$ cat src/rtl/occ_pkg.sv
package occ_pkg;
  typedef enum logic [3:0] {
    ST_IDLE, ST_REG, ST_REG_W, ST_SMEM, ST_SMEM_W, ST_MIN, ST_OCC, ST_OCC_W, ST_FIN
  } occ_state_t;

  function automatic int imax(input int a, input int b);
    return (a > b) ? a : b;
  endfunction
endpackage

$ cat src/rtl/occ_divider.sv
module occ_divider #(
  parameter int DW = 32
) (
  input  logic          clk,
  input  logic          rst,
  input  logic          go_i,
  input  logic [DW-1:0] num_i,
  input  logic [DW-1:0] den_i,
  output logic [DW-1:0] quo_o,
  output logic          done_o
);
  localparam int CW = $clog2(DW + 1);

  logic [DW-1:0] rem_q, quo_q;
  logic [CW-1:0] cnt_q;
  logic [DW:0]   shifted, trial;

  assign shifted = {rem_q, quo_q[DW-1]};
  assign trial   = shifted - {1'b0, den_i};
  assign quo_o   = quo_q;

  always_ff @(posedge clk) begin
    if (rst) begin
      rem_q  <= '0;
      quo_q  <= '0;
      cnt_q  <= '0;
      done_o <= 1'b0;
    end else begin
      done_o <= 1'b0;
      if (go_i) begin
        rem_q <= '0;
        quo_q <= num_i;
        cnt_q <= CW'(DW);
      end else if (cnt_q != '0) begin
        if (!trial[DW]) begin
          rem_q <= trial[DW-1:0];
          quo_q <= {quo_q[DW-2:0], 1'b1};
        end else begin
          rem_q <= shifted[DW-1:0];
          quo_q <= {quo_q[DW-2:0], 1'b0};
        end
        cnt_q <= cnt_q - 1'b1;
        if (cnt_q == CW'(1)) done_o <= 1'b1;
      end
    end
  end


  div_done_pulse_chk: assert property (@(posedge clk) disable iff (rst)
    done_o |=> !done_o);
endmodule

$ cat src/rtl/occ_limit_min.sv
module occ_limit_min #(
  parameter int MB_W = 6,
  parameter int DW   = 32
) (
  input  logic [MB_W-1:0] ceil_i,
  input  logic [DW-1:0]   lim_a_i,
  input  logic [DW-1:0]   lim_b_i,
  output logic [MB_W-1:0] min_o
);
  logic [DW-1:0] m;
  always_comb begin
    m = DW'(ceil_i);
    if (lim_a_i < m) m = lim_a_i;
    if (lim_b_i < m) m = lim_b_i;
    min_o = m[MB_W-1:0];
  end
endmodule

$ cat src/rtl/sm_occupancy_calc.sv
module sm_occupancy_calc
  import occ_pkg::*;
#(
  parameter int TPB_W    = 11,
  parameter int RPT_W    = 8,
  parameter int SMB_W    = 18,
  parameter int MT_W     = 12,
  parameter int MR_W     = 17,
  parameter int MS_W     = 18,
  parameter int MB_W     = 6,
  parameter int OCC_FRAC = 15
) (
  input  logic                        clk,
  input  logic                        rst,
  input  logic                        start_i,
  input  logic [TPB_W-1:0]            thr_per_blk_i,
  input  logic [RPT_W-1:0]            reg_per_thr_i,
  input  logic [SMB_W-1:0]            smem_per_blk_i,
  input  logic [MT_W-1:0]             sm_max_thr_i,
  input  logic [MR_W-1:0]             sm_max_reg_i,
  input  logic [MS_W-1:0]             sm_max_smem_i,
  input  logic [MB_W-1:0]             sm_max_blk_i,
  output logic [MB_W-1:0]             blocks_o,
  output logic [MB_W+TPB_W-5:0]       act_warps_o,
  output logic [MT_W-6:0]             max_warps_o,
  output logic [OCC_FRAC:0]           occ_o,
  output logic                        err_o,
  output logic                        done_o
);
  localparam int WPB_W  = TPB_W - 4;
  localparam int MW_W   = MT_W - 5;
  localparam int PROD_W = RPT_W + TPB_W;
  localparam int ACT_W  = MB_W + WPB_W;
  localparam int OW     = OCC_FRAC + 1;
  localparam int DW     = imax(imax(MR_W, MS_W), imax(PROD_W, ACT_W + OCC_FRAC + 1));
  localparam int DW2    = 2 * DW;
  localparam logic [OW-1:0] ONE = OW'(1) << OCC_FRAC;

  occ_state_t st;
  logic [TPB_W-1:0] c_tpb;
  logic [RPT_W-1:0] c_rpt;
  logic [SMB_W-1:0] c_smb;
  logic [MT_W-1:0]  c_mt;
  logic [MR_W-1:0]  c_mr;
  logic [MS_W-1:0]  c_ms;
  logic [MB_W-1:0]  c_mb;

  logic [DW-1:0]    lim_reg, lim_sm, div_a, div_b, div_q;
  logic             div_go, div_done, err_r;
  logic [MB_W-1:0]  blocks_r, blocks_min;
  logic [OW-1:0]    occ_r;
  logic [TPB_W:0]   tpb_up;
  logic [WPB_W-1:0] wpb;
  logic [MW_W-1:0]  maxw;
  logic [PROD_W-1:0] prod;
  logic [ACT_W-1:0] act;

  assign tpb_up = {1'b0, c_tpb} + (TPB_W+1)'(31);
  assign wpb    = WPB_W'(tpb_up >> 5);
  assign maxw   = MW_W'(c_mt >> 5);
  assign prod   = PROD_W'(c_rpt) * PROD_W'(c_tpb);
  assign act    = ACT_W'(blocks_r) * ACT_W'(wpb);

  occ_divider #(.DW(DW)) u_div (
    .clk(clk), .rst(rst), .go_i(div_go), .num_i(div_a), .den_i(div_b),
    .quo_o(div_q), .done_o(div_done)
  );

  occ_limit_min #(.MB_W(MB_W), .DW(DW)) u_min (
    .ceil_i(c_mb), .lim_a_i(lim_reg), .lim_b_i(lim_sm), .min_o(blocks_min)
  );

  always_ff @(posedge clk) begin
    if (rst) begin
      st <= ST_IDLE;
      {c_tpb, c_rpt, c_smb, c_mt, c_mr, c_ms, c_mb} <= '0;
      lim_reg <= '0; lim_sm <= '0; div_a <= '0; div_b <= '0;
      div_go <= 1'b0; err_r <= 1'b0; blocks_r <= '0; occ_r <= '0;
      blocks_o <= '0; act_warps_o <= '0; max_warps_o <= '0;
      occ_o <= '0; err_o <= 1'b0; done_o <= 1'b0;
    end else begin
      div_go <= 1'b0;
      done_o <= 1'b0;
      case (st)
        ST_IDLE: if (start_i) begin
          c_tpb <= thr_per_blk_i;  c_rpt <= reg_per_thr_i;
          c_smb <= smem_per_blk_i; c_mt  <= sm_max_thr_i;
          c_mr  <= sm_max_reg_i;   c_ms  <= sm_max_smem_i;
          c_mb  <= sm_max_blk_i;
          st    <= ST_REG;
        end
        ST_REG: if (prod == '0) begin
          lim_reg <= DW'(c_mb);
          st      <= ST_SMEM;
        end else begin
          div_a <= DW'(c_mr); div_b <= DW'(prod); div_go <= 1'b1;
          st    <= ST_REG_W;
        end
        ST_REG_W: if (div_done) begin
          lim_reg <= div_q;
          st      <= ST_SMEM;
        end
        ST_SMEM: if (c_smb == '0) begin
          lim_sm <= DW'(c_mb);
          st     <= ST_MIN;
        end else begin
          div_a <= DW'(c_ms); div_b <= DW'(c_smb); div_go <= 1'b1;
          st    <= ST_SMEM_W;
        end
        ST_SMEM_W: if (div_done) begin
          lim_sm <= div_q;
          st     <= ST_MIN;
        end
        ST_MIN: begin
          blocks_r <= blocks_min;
          st       <= ST_OCC;
        end
        ST_OCC: if (maxw == '0) begin
          err_r <= 1'b1; occ_r <= '0; st <= ST_FIN;
        end else if (DW'(act) >= DW'(maxw)) begin
          err_r <= 1'b0; occ_r <= ONE; st <= ST_FIN;
        end else begin
          err_r <= 1'b0;
          div_a <= DW'(act) << OCC_FRAC; div_b <= DW'(maxw); div_go <= 1'b1;
          st    <= ST_OCC_W;
        end
        ST_OCC_W: if (div_done) begin
          occ_r <= div_q[OW-1:0];
          st    <= ST_FIN;
        end
        ST_FIN: begin
          blocks_o    <= blocks_r;
          act_warps_o <= act;
          max_warps_o <= maxw;
          occ_o       <= occ_r;
          err_o       <= err_r;
          done_o      <= 1'b1;
          st          <= ST_IDLE;
        end
        default: st <= ST_IDLE;
      endcase
    end
  end


  div_floor_chk: assert property (@(posedge clk) disable iff (rst)
    div_done |-> (DW2'(div_q) * DW2'(div_b) <= DW2'(div_a)) &&
                 ((DW2'(div_q) + DW2'(1)) * DW2'(div_b) > DW2'(div_a)));

  occ_le_one_chk: assert property (@(posedge clk) disable iff (rst)
    done_o |-> occ_o <= ONE);

  blocks_cap_chk: assert property (@(posedge clk) disable iff (rst)
    done_o |-> blocks_o <= c_mb);

  err_zero_occ_chk: assert property (@(posedge clk) disable iff (rst)
    (done_o && err_o) |-> occ_o == '0);

  done_pulse_chk: assert property (@(posedge clk) disable iff (rst)
    done_o |=> !done_o);

  busy_hold_chk: assert property (@(posedge clk) disable iff (rst)
    (st != ST_IDLE) |=> $stable(c_tpb) && $stable(c_mr) && $stable(c_smb) && $stable(c_mb));

  out_stable_chk: assert property (@(posedge clk) disable iff (rst)
    !done_o |-> $stable(occ_o) && $stable(blocks_o));
endmodule

$ cat config.mk
export PLATFORM = sky130hd
export DESIGN_NAME = sm_occupancy_calc
export DESIGN_NICKNAME = d
export VERILOG_FILES = /design/src/rtl/occ_pkg.sv /design/src/rtl/occ_divider.sv /design/src/rtl/occ_limit_min.sv /design/src/rtl/sm_occupancy_calc.sv
export SDC_FILE = /design/constraint.sdc
export NUM_CORES = 1
export LEC_CHECK = 0
export BUFFER_PORTS_ARGS = -buffer_cell sky130_fd_sc_hd__buf_2
export CORE_MARGIN = 1.5
export CORE_UTILIZATION = 52
export CTS_CLUSTER_DIAMETER = 200
export DETAILED_ROUTE_END_ITERATION = 8
export PLACE_DENSITY = 0.77
export SETUP_SLACK_MARGIN = 0.3
export SYNTH_ARGS = -nofsm -noshare
export SYNTH_HDL_FRONTEND = slang
export SYNTH_SLANG_ARGS = --single-unit
$ cat constraint.sdc
create_clock -name clk -period 6.3 [get_ports clk]
set_clock_uncertainty 0.1 [all_clocks]
set_input_delay 1.26 -clock clk [delete_from_list [all_inputs] [get_ports clk]]
set_output_delay 1.26 -clock clk [all_outputs]
set_load 0.01 [all_outputs]
==> summary.txt, run 1 <==
Outcome
  • Outcome: finished clean

Synthesis
  • FF+latch count, synth: 326
  • Post-synth ARST share: 0%
  • Synth Area in Compound Gates: around a fifth
  • Syn Std Cell Area: 19400 um2
  • Top cells by count, synth: 509 x nand2_1, 327 x a21oi_1, 326 x dfxtp_1
  • Largest family of logic cells by synthesized area: simple AND/OR/NAND/NOR gates
  • Simple-gate portion of the synthesized area: 22.9%
  • Post-synthesis sequential area ratio: roughly 34%
  • Most area-hungry cell type in the Yosys netlist: dfxtp_1
  • Mean Syn Cell Area: around 7.9 um2
  • Post-synth EDFFs: 0
  • Netlist cell types: between 60 and 70
  • Main area contributors after synthesis: dfxtp_1 34%, nand2_1 9.8%, a21oi_1 8.4%, fa_1 7.8%, ha_1 7.8%
  • Area share of the largest cell type after synthesis: between 30% and 40%
  • Post-synthesis cell count: ~2500
  • Count leader, synth: nand2_1
  • Adder-Cell Fraction of Synth Area: 15.6%
  • Post-Synth XOR/XNOR Area: roughly 1.6%
  • Multiplexer area fraction after synthesis: around 1.4%
  • Ys flop type: dfxtp_1
  • Yosys warns: 0

STA
  • Final Cycle Share: a little over nine tenths
  • Final Hold Viols: 0
  • Endpoints failing setup: 0
  • Final slew viol count: 0
  • Setup_tns: 0 ps
  • Fin crit period: approximately 6000 ps
  • Slew @ Worst Pin: 1300 ps
  • Max-slew headroom: between 10% and 20%
  • RSZ-0062 raised after global routing: yes
  • FMAX: around 160 MHz

Setup path
  • Worst R2R End: div_a[2]
  • Crit-path max FO: 17
  • WS Path Type: flop to flop
  • Crit. path cell count: 25
  • Worst path arrival time: about 6500 ps
  • Crit path capture type: flop
  • CP startpoint kind: flop
  • R2R depth: 25
  • Largest stage delay, worst path: roughly 550 ps
  • Worst reg2reg path startpoint: c_tpb[4]
  • Sum of buffers and inverters on the critical path: 6
  • FF-to-FF setup slack: roughly 230 ps
  • Crit-path slowest cell: or4_4
  • Crit path required time: approximately 6700 ps
  • CP top delay family: adder cells
  • Crit path top cell by count: fa_1
  • Critical Path End: div_a[2]
  • Crit path from: c_tpb[4]

Power and ir drop
  • Peak VDD IR: 0.000259 V
  • Total power draw: ~8200 uW
  • Lkg Pwr: roughly 0.0095 uW
  • Pwr/cell area: around 370 nW/um2

Route
  • Vias: ~18000
  • DRT Wirelength: about 54000 um
  • Via/cell ratio: just under 6
  • Total iterations of the first detailed-routing run: 5
  • Post-detailed-route wirelength per cell: roughly 18 um
  • DRC viols: 0
  • Post-route ant nets: 0
  • 1st-iter DRT viols: roughly 1500

Placed design
  • Dpl hpwl: approximately 37000 um
  • Final Wtd Congestion: between 0.8 and 0.9
  • IO buf count: 131

Die
  • Core area: between 30000 and 40000 um2
  • Starting Density: between 50% and 60%
  • Die Width: around 200 um
  • Die ar.: between 30000 and 40000 um2
  • Overall die height: around 200 um
  • Top Ports: 137
  • FP Rows: 70

GRT
  • Total GRT Usage: around 27%
  • Initial antenna violation count: 0
  • Vias in the first global route: ~17000
  • Largest net degree at the start of global routing: roughly 140
  • First-pass GRT wire length: about 85000 um
  • GRT Residual Overflow: 0

Clock tree
  • Clk_lat worst skew: 550 ps
  • Reg clk slew, reported paths: ~60 ps
  • Num CTS Buffers: 36
  • TritonCTS clock tree: yes
  • Sink Count: between 300 and 400
  • Root buffer cell: clkbuf_16
  • Maximum root-to-sink buffer count: 3
  • CTS H-tree lvls: 2

Finish
  • Fraction of layout cells with a size suffix above 1: ~15%
  • N_diodes: 0
  • Nets: around 2900
  • Core Util, Final: roughly three fifths
  • Synth-to-Final Area Change: 16.1%

Worst hold path
  • Hold crit path type: flop to flop

Flow run
  • Max-cap viol count: 0
-- logic make-up after synthesis --
family,after synthesis
DFF,326
buffers and inverters,301
adders and majority gates,197
and+or+nand+nor,967
AOI/OAI and AO/OA,604
other,1
muxes,26
xor gates and xnor gates,36
-- layout make-up --
cell class / instances / area [um2]
inverters: 140 / 526
flip-flops and latches: 326 / 6530
repair buffers: 212 / 1470
clock buffers: 47 / 973
fillers: 3108 / 14200
well taps: 468 / 586
multi-input cells: 1853 / 12300
clock inverters: 14 / 183
-- worst min-delay path by stage --
stage	from	to	slack, ps	cells past startpoint
3_3_place_gp	lim_reg[6]	lim_reg[6]	340	2
2_1_floorplan	occ_r[15]	occ_o[15]	330	2
5_1_grt	lim_reg[27]	lim_reg[27]	370	2
4_1_cts	lim_reg[24]	lim_reg[24]	350	2
6_report	blocks_o[0]	blocks_o[0]	350	2
3_5_place_dp	lim_reg[24]	lim_reg[24]	340	2
-- tightest hold or removal path, cell delays in order, from the launching register on --
cell	delay (ps)
dfxtp_1	300
nand2_1	50
a21oi_1	50
-- power by group --
group	internal (uW)	total, uW	leakage [uW]	switching [uW]
clock	1250	2130	0.000563	871
combinational	1330	3470	0.00629	2140
sequential	2350	2630	0.00265	283
total	4940	8230	0.00950	3290
-- placed cells by master (no fill, tap or decap), types with 23 or more instances in the layout --
cell / n
ha_1: 113
and2_1: 55
dfxtp_1: 320
and3_1: 25
inv_1: 138
clkbuf_16: 40
nor2_1: 103
conb_1: 23
nand3_1: 80
nor2b_1: 32
a22oi_1: 31
a21oi_1: 322
mux2i_1: 23
nand2_1: 505
a21o_1: 41
buf_2: 130
o21ai_0: 53
buf_4: 65
or2_2: 31
fa_1: 76
-- per-stage QoR --
stage               cells  hold slack [ps]  setup slack, ps  cell area, um2
global placement     2972              338             89.6           20600
floorplan            2480              331              303           19500
CTS                  3045              351              274           22000
finish               3060              354              235           22500
global route         3060              368             7.11           22500
detailed placement   2972              345            -30.7           20600
-- routing by layer --
layer / track usage [%] / share of wire (%) / up-vias
met5: 0 / 0 / -
met4: 10.8 / 3.2 / 0
li1: - / - / 8563
met2: 45.6 / 48 / 671
met3: 3.97 / 6.8 / 126
met1: 35.5 / 42 / 8714
-- repair_timing --
action / CTS / global route
gates cloned: 2 / 4
setup buffers: 10 / 11
pin swaps: 4 / 32
gates resized for setup: 23 / 64
hold buffers: 0 / 0
setup endpoints to repair: 87 / 97
Power figures use the tool's default switching activity.
==> run 2, diff against run 1 <==
--- a/config.mk
+++ b/config.mk
@@ -10,7 +10,9 @@
 export CORE_UTILIZATION = 52
 export CTS_CLUSTER_DIAMETER = 200
 export DETAILED_ROUTE_END_ITERATION = 8
+export GPL_TIMING_DRIVEN = 0
 export PLACE_DENSITY = 0.77
+export RECOVER_POWER = 100
 export SETUP_SLACK_MARGIN = 0.3
 export SYNTH_ARGS = -nofsm -noshare
 export SYNTH_HDL_FRONTEND = slang
==> summary.txt, run 2 (synthesis results as in run 1) <==
GRT
  • Initial antenna violation count: 0
  • GRT Residual Overflow: 0
  • Vias in the first global route: ~18000
  • First-pass GRT wire length: ~95000 um
  • Total GRT Usage: 31.0%
  • Largest net degree at the start of global routing: 14

Clock tree
  • Reg clk slew, reported paths: around 60 ps
  • Root buffer cell: clkbuf_16
  • Maximum root-to-sink buffer count: 3
  • TritonCTS clock tree: yes
  • Clk_lat worst skew: roughly 560 ps
  • Sink Count: around 330
  • Num CTS Buffers: 38
  • CTS H-tree lvls: 2

Placed design
  • IO buf count: between 100 and 150
  • Dpl hpwl: roughly 44000 um
  • Final Wtd Congestion: 0.920

Route
  • DRC viols: 1
  • Post-detailed-route wirelength per cell: ~19 um
  • 1st-iter DRT viols: around 1800
  • DRT Wirelength: around 61000 um
  • Total iterations of the first detailed-routing run: 8
  • Post-route ant nets: 0
  • Met1 WL: 24800 um
  • DR WL met3: around 5000 um
  • Vias: between 15000 and 20000
  • Wire length on met2: around 29000 um
  • Highest Signal Layer: met4
  • Via/cell ratio: just under 6

Power and ir drop
  • Lkg Pwr: 0.00950 uW
  • Peak VDD IR: approximately 0.00026 V
  • Pwr/cell area: 376 nW/um2
  • Total power draw: 8770 uW

Flow run
  • Max-cap viol count: 0

Outcome
  • Failing checks: DRC
  • Outcome: finished, violations left

Finish
  • Sequential cell area: between 6000 and 7000 um2
  • Fraction of layout cells with a size suffix above 1: 14.6%
  • Area of the multi-input gates: 12600 um2
  • N_diodes: 0
  • Commonest non-fill, non-tap cells in the layout: 506 x nand2_1, 320 x dfxtp_1, 308 x a21oi_1
  • Synth-to-Final Area Change: 20.2%
  • Commonest non-fill, non-tap cell in the layout: nand2_1
  • Nets: a little under 3000
  • Fill cell count: about 3100

Setup path
  • Crit-path max FO: 10
  • Worst path arrival time: 6520 ps
  • Crit path required time: about 6700 ps
  • Crit path capture type: flop
  • WS Path Type: flop to flop
  • CP startpoint kind: flop

Die
  • Starting Density: a little over half
  • Core area: approximately 37000 um2
  • Die ar.: 38500 um2
  • Die Width: 196 um
  • FP Rows: 70
  • Top Ports: 137
  • Overall die height: around 200 um

Worst hold path
  • Hold crit path type: flop to flop

STA
  • RSZ-0062 raised after global routing: yes
  • FMAX: about 160 MHz
  • Fin Hold WS: ~350 ps
  • Final slew viol count: 0
  • Final Hold Viols: 0
  • Setup_tns: 0 ps
  • Final Cycle Share: just under 100%
  • Fin crit period: 6160 ps
  • Endpoints failing setup: 0
  • Slew @ Worst Pin: around 1100 ps
  • Max-slew headroom: 24.8%
## run 2: where the power goes
| group | internal (uW) | switching [uW] | total [uW] |
|---|---|---|---|
| clock network | 1330 | 939 | 2270 |
| registers | 2350 | 252 | 2600 |
| logic | 1490 | 2410 | 3900 |
## run 2: layout make-up
type,instances,area share (%)
buffer,161,3.52
clock buffer,53,4.80
clock inverter,16,0.649
inverter,140,2.25
multi-input combinational,1854,53.9
sequential,326,28.0
tap,468,2.51
timing repair buffer,170,4.33
## run 2: what timing repair did
action | in CTS | in global routing
gates cloned | 3 | 3
pin swaps | 32 | 70
setup endpoints to repair | 97 | 97
buffers inserted | 22 | 13
resized for setup | 131 | 168
hold buffers | 0 | 0
## run 2: through the flow
stage	std cells	setup WS (ps)	cell area (um2)	utilization, %
floorplan	2480	303	19500	-
global placement	3078	-1020	20700	56.5
detailed placement	3078	-1090	20700	56.5
CTS	3172	280	22700	61.9
global route	3188	-39.2	23300	63.6
finish	3188	137	23300	63.6
## run 2: path summary, 6_finish.rpt
| kind | slack, ps | from | endpoint | cells after the start |
|---|---|---|---|---|
| worst max register to register | 140 | c_tpb[1] | div_b[16] | 26 |
| worst min-delay path | 350 | lim_reg[17] | lim_reg[17] | 2 |
| worst max-delay path | 140 | c_tpb[1] | div_b[16] | 26 |
| worst min register to register | 350 | lim_reg[17] | lim_reg[17] | 2 |
## run 2: worst max-delay path, cell delays in order (launching register included)
cell,delay (ps)
dfxtp_2,380
or4_4,560
o21a_4,260
nand3_4,120
nor2_4,70
nand2_4,90
xor2_4,210
nor2b_1,90
fa_1,490
inv_1,50
fa_1,450
fa_1,510
inv_2,60
ha_4,280
a21oi_4,200
xor2_4,200
inv_2,60
ha_4,220
a211oi_2,210
o2111ai_1,140
nor4_2,290
buf_4,210
buf_12,120
nand3_4,100
buf_4,210
and3_1,180
a211oi_1,210
## run 2: routing by layer
metal	up-vias	global-route usage, %
met3	176	5.74
met4	0	14.8
met2	835	51.9
li1	8834	-
met1	9003	38.5
met5	-	0
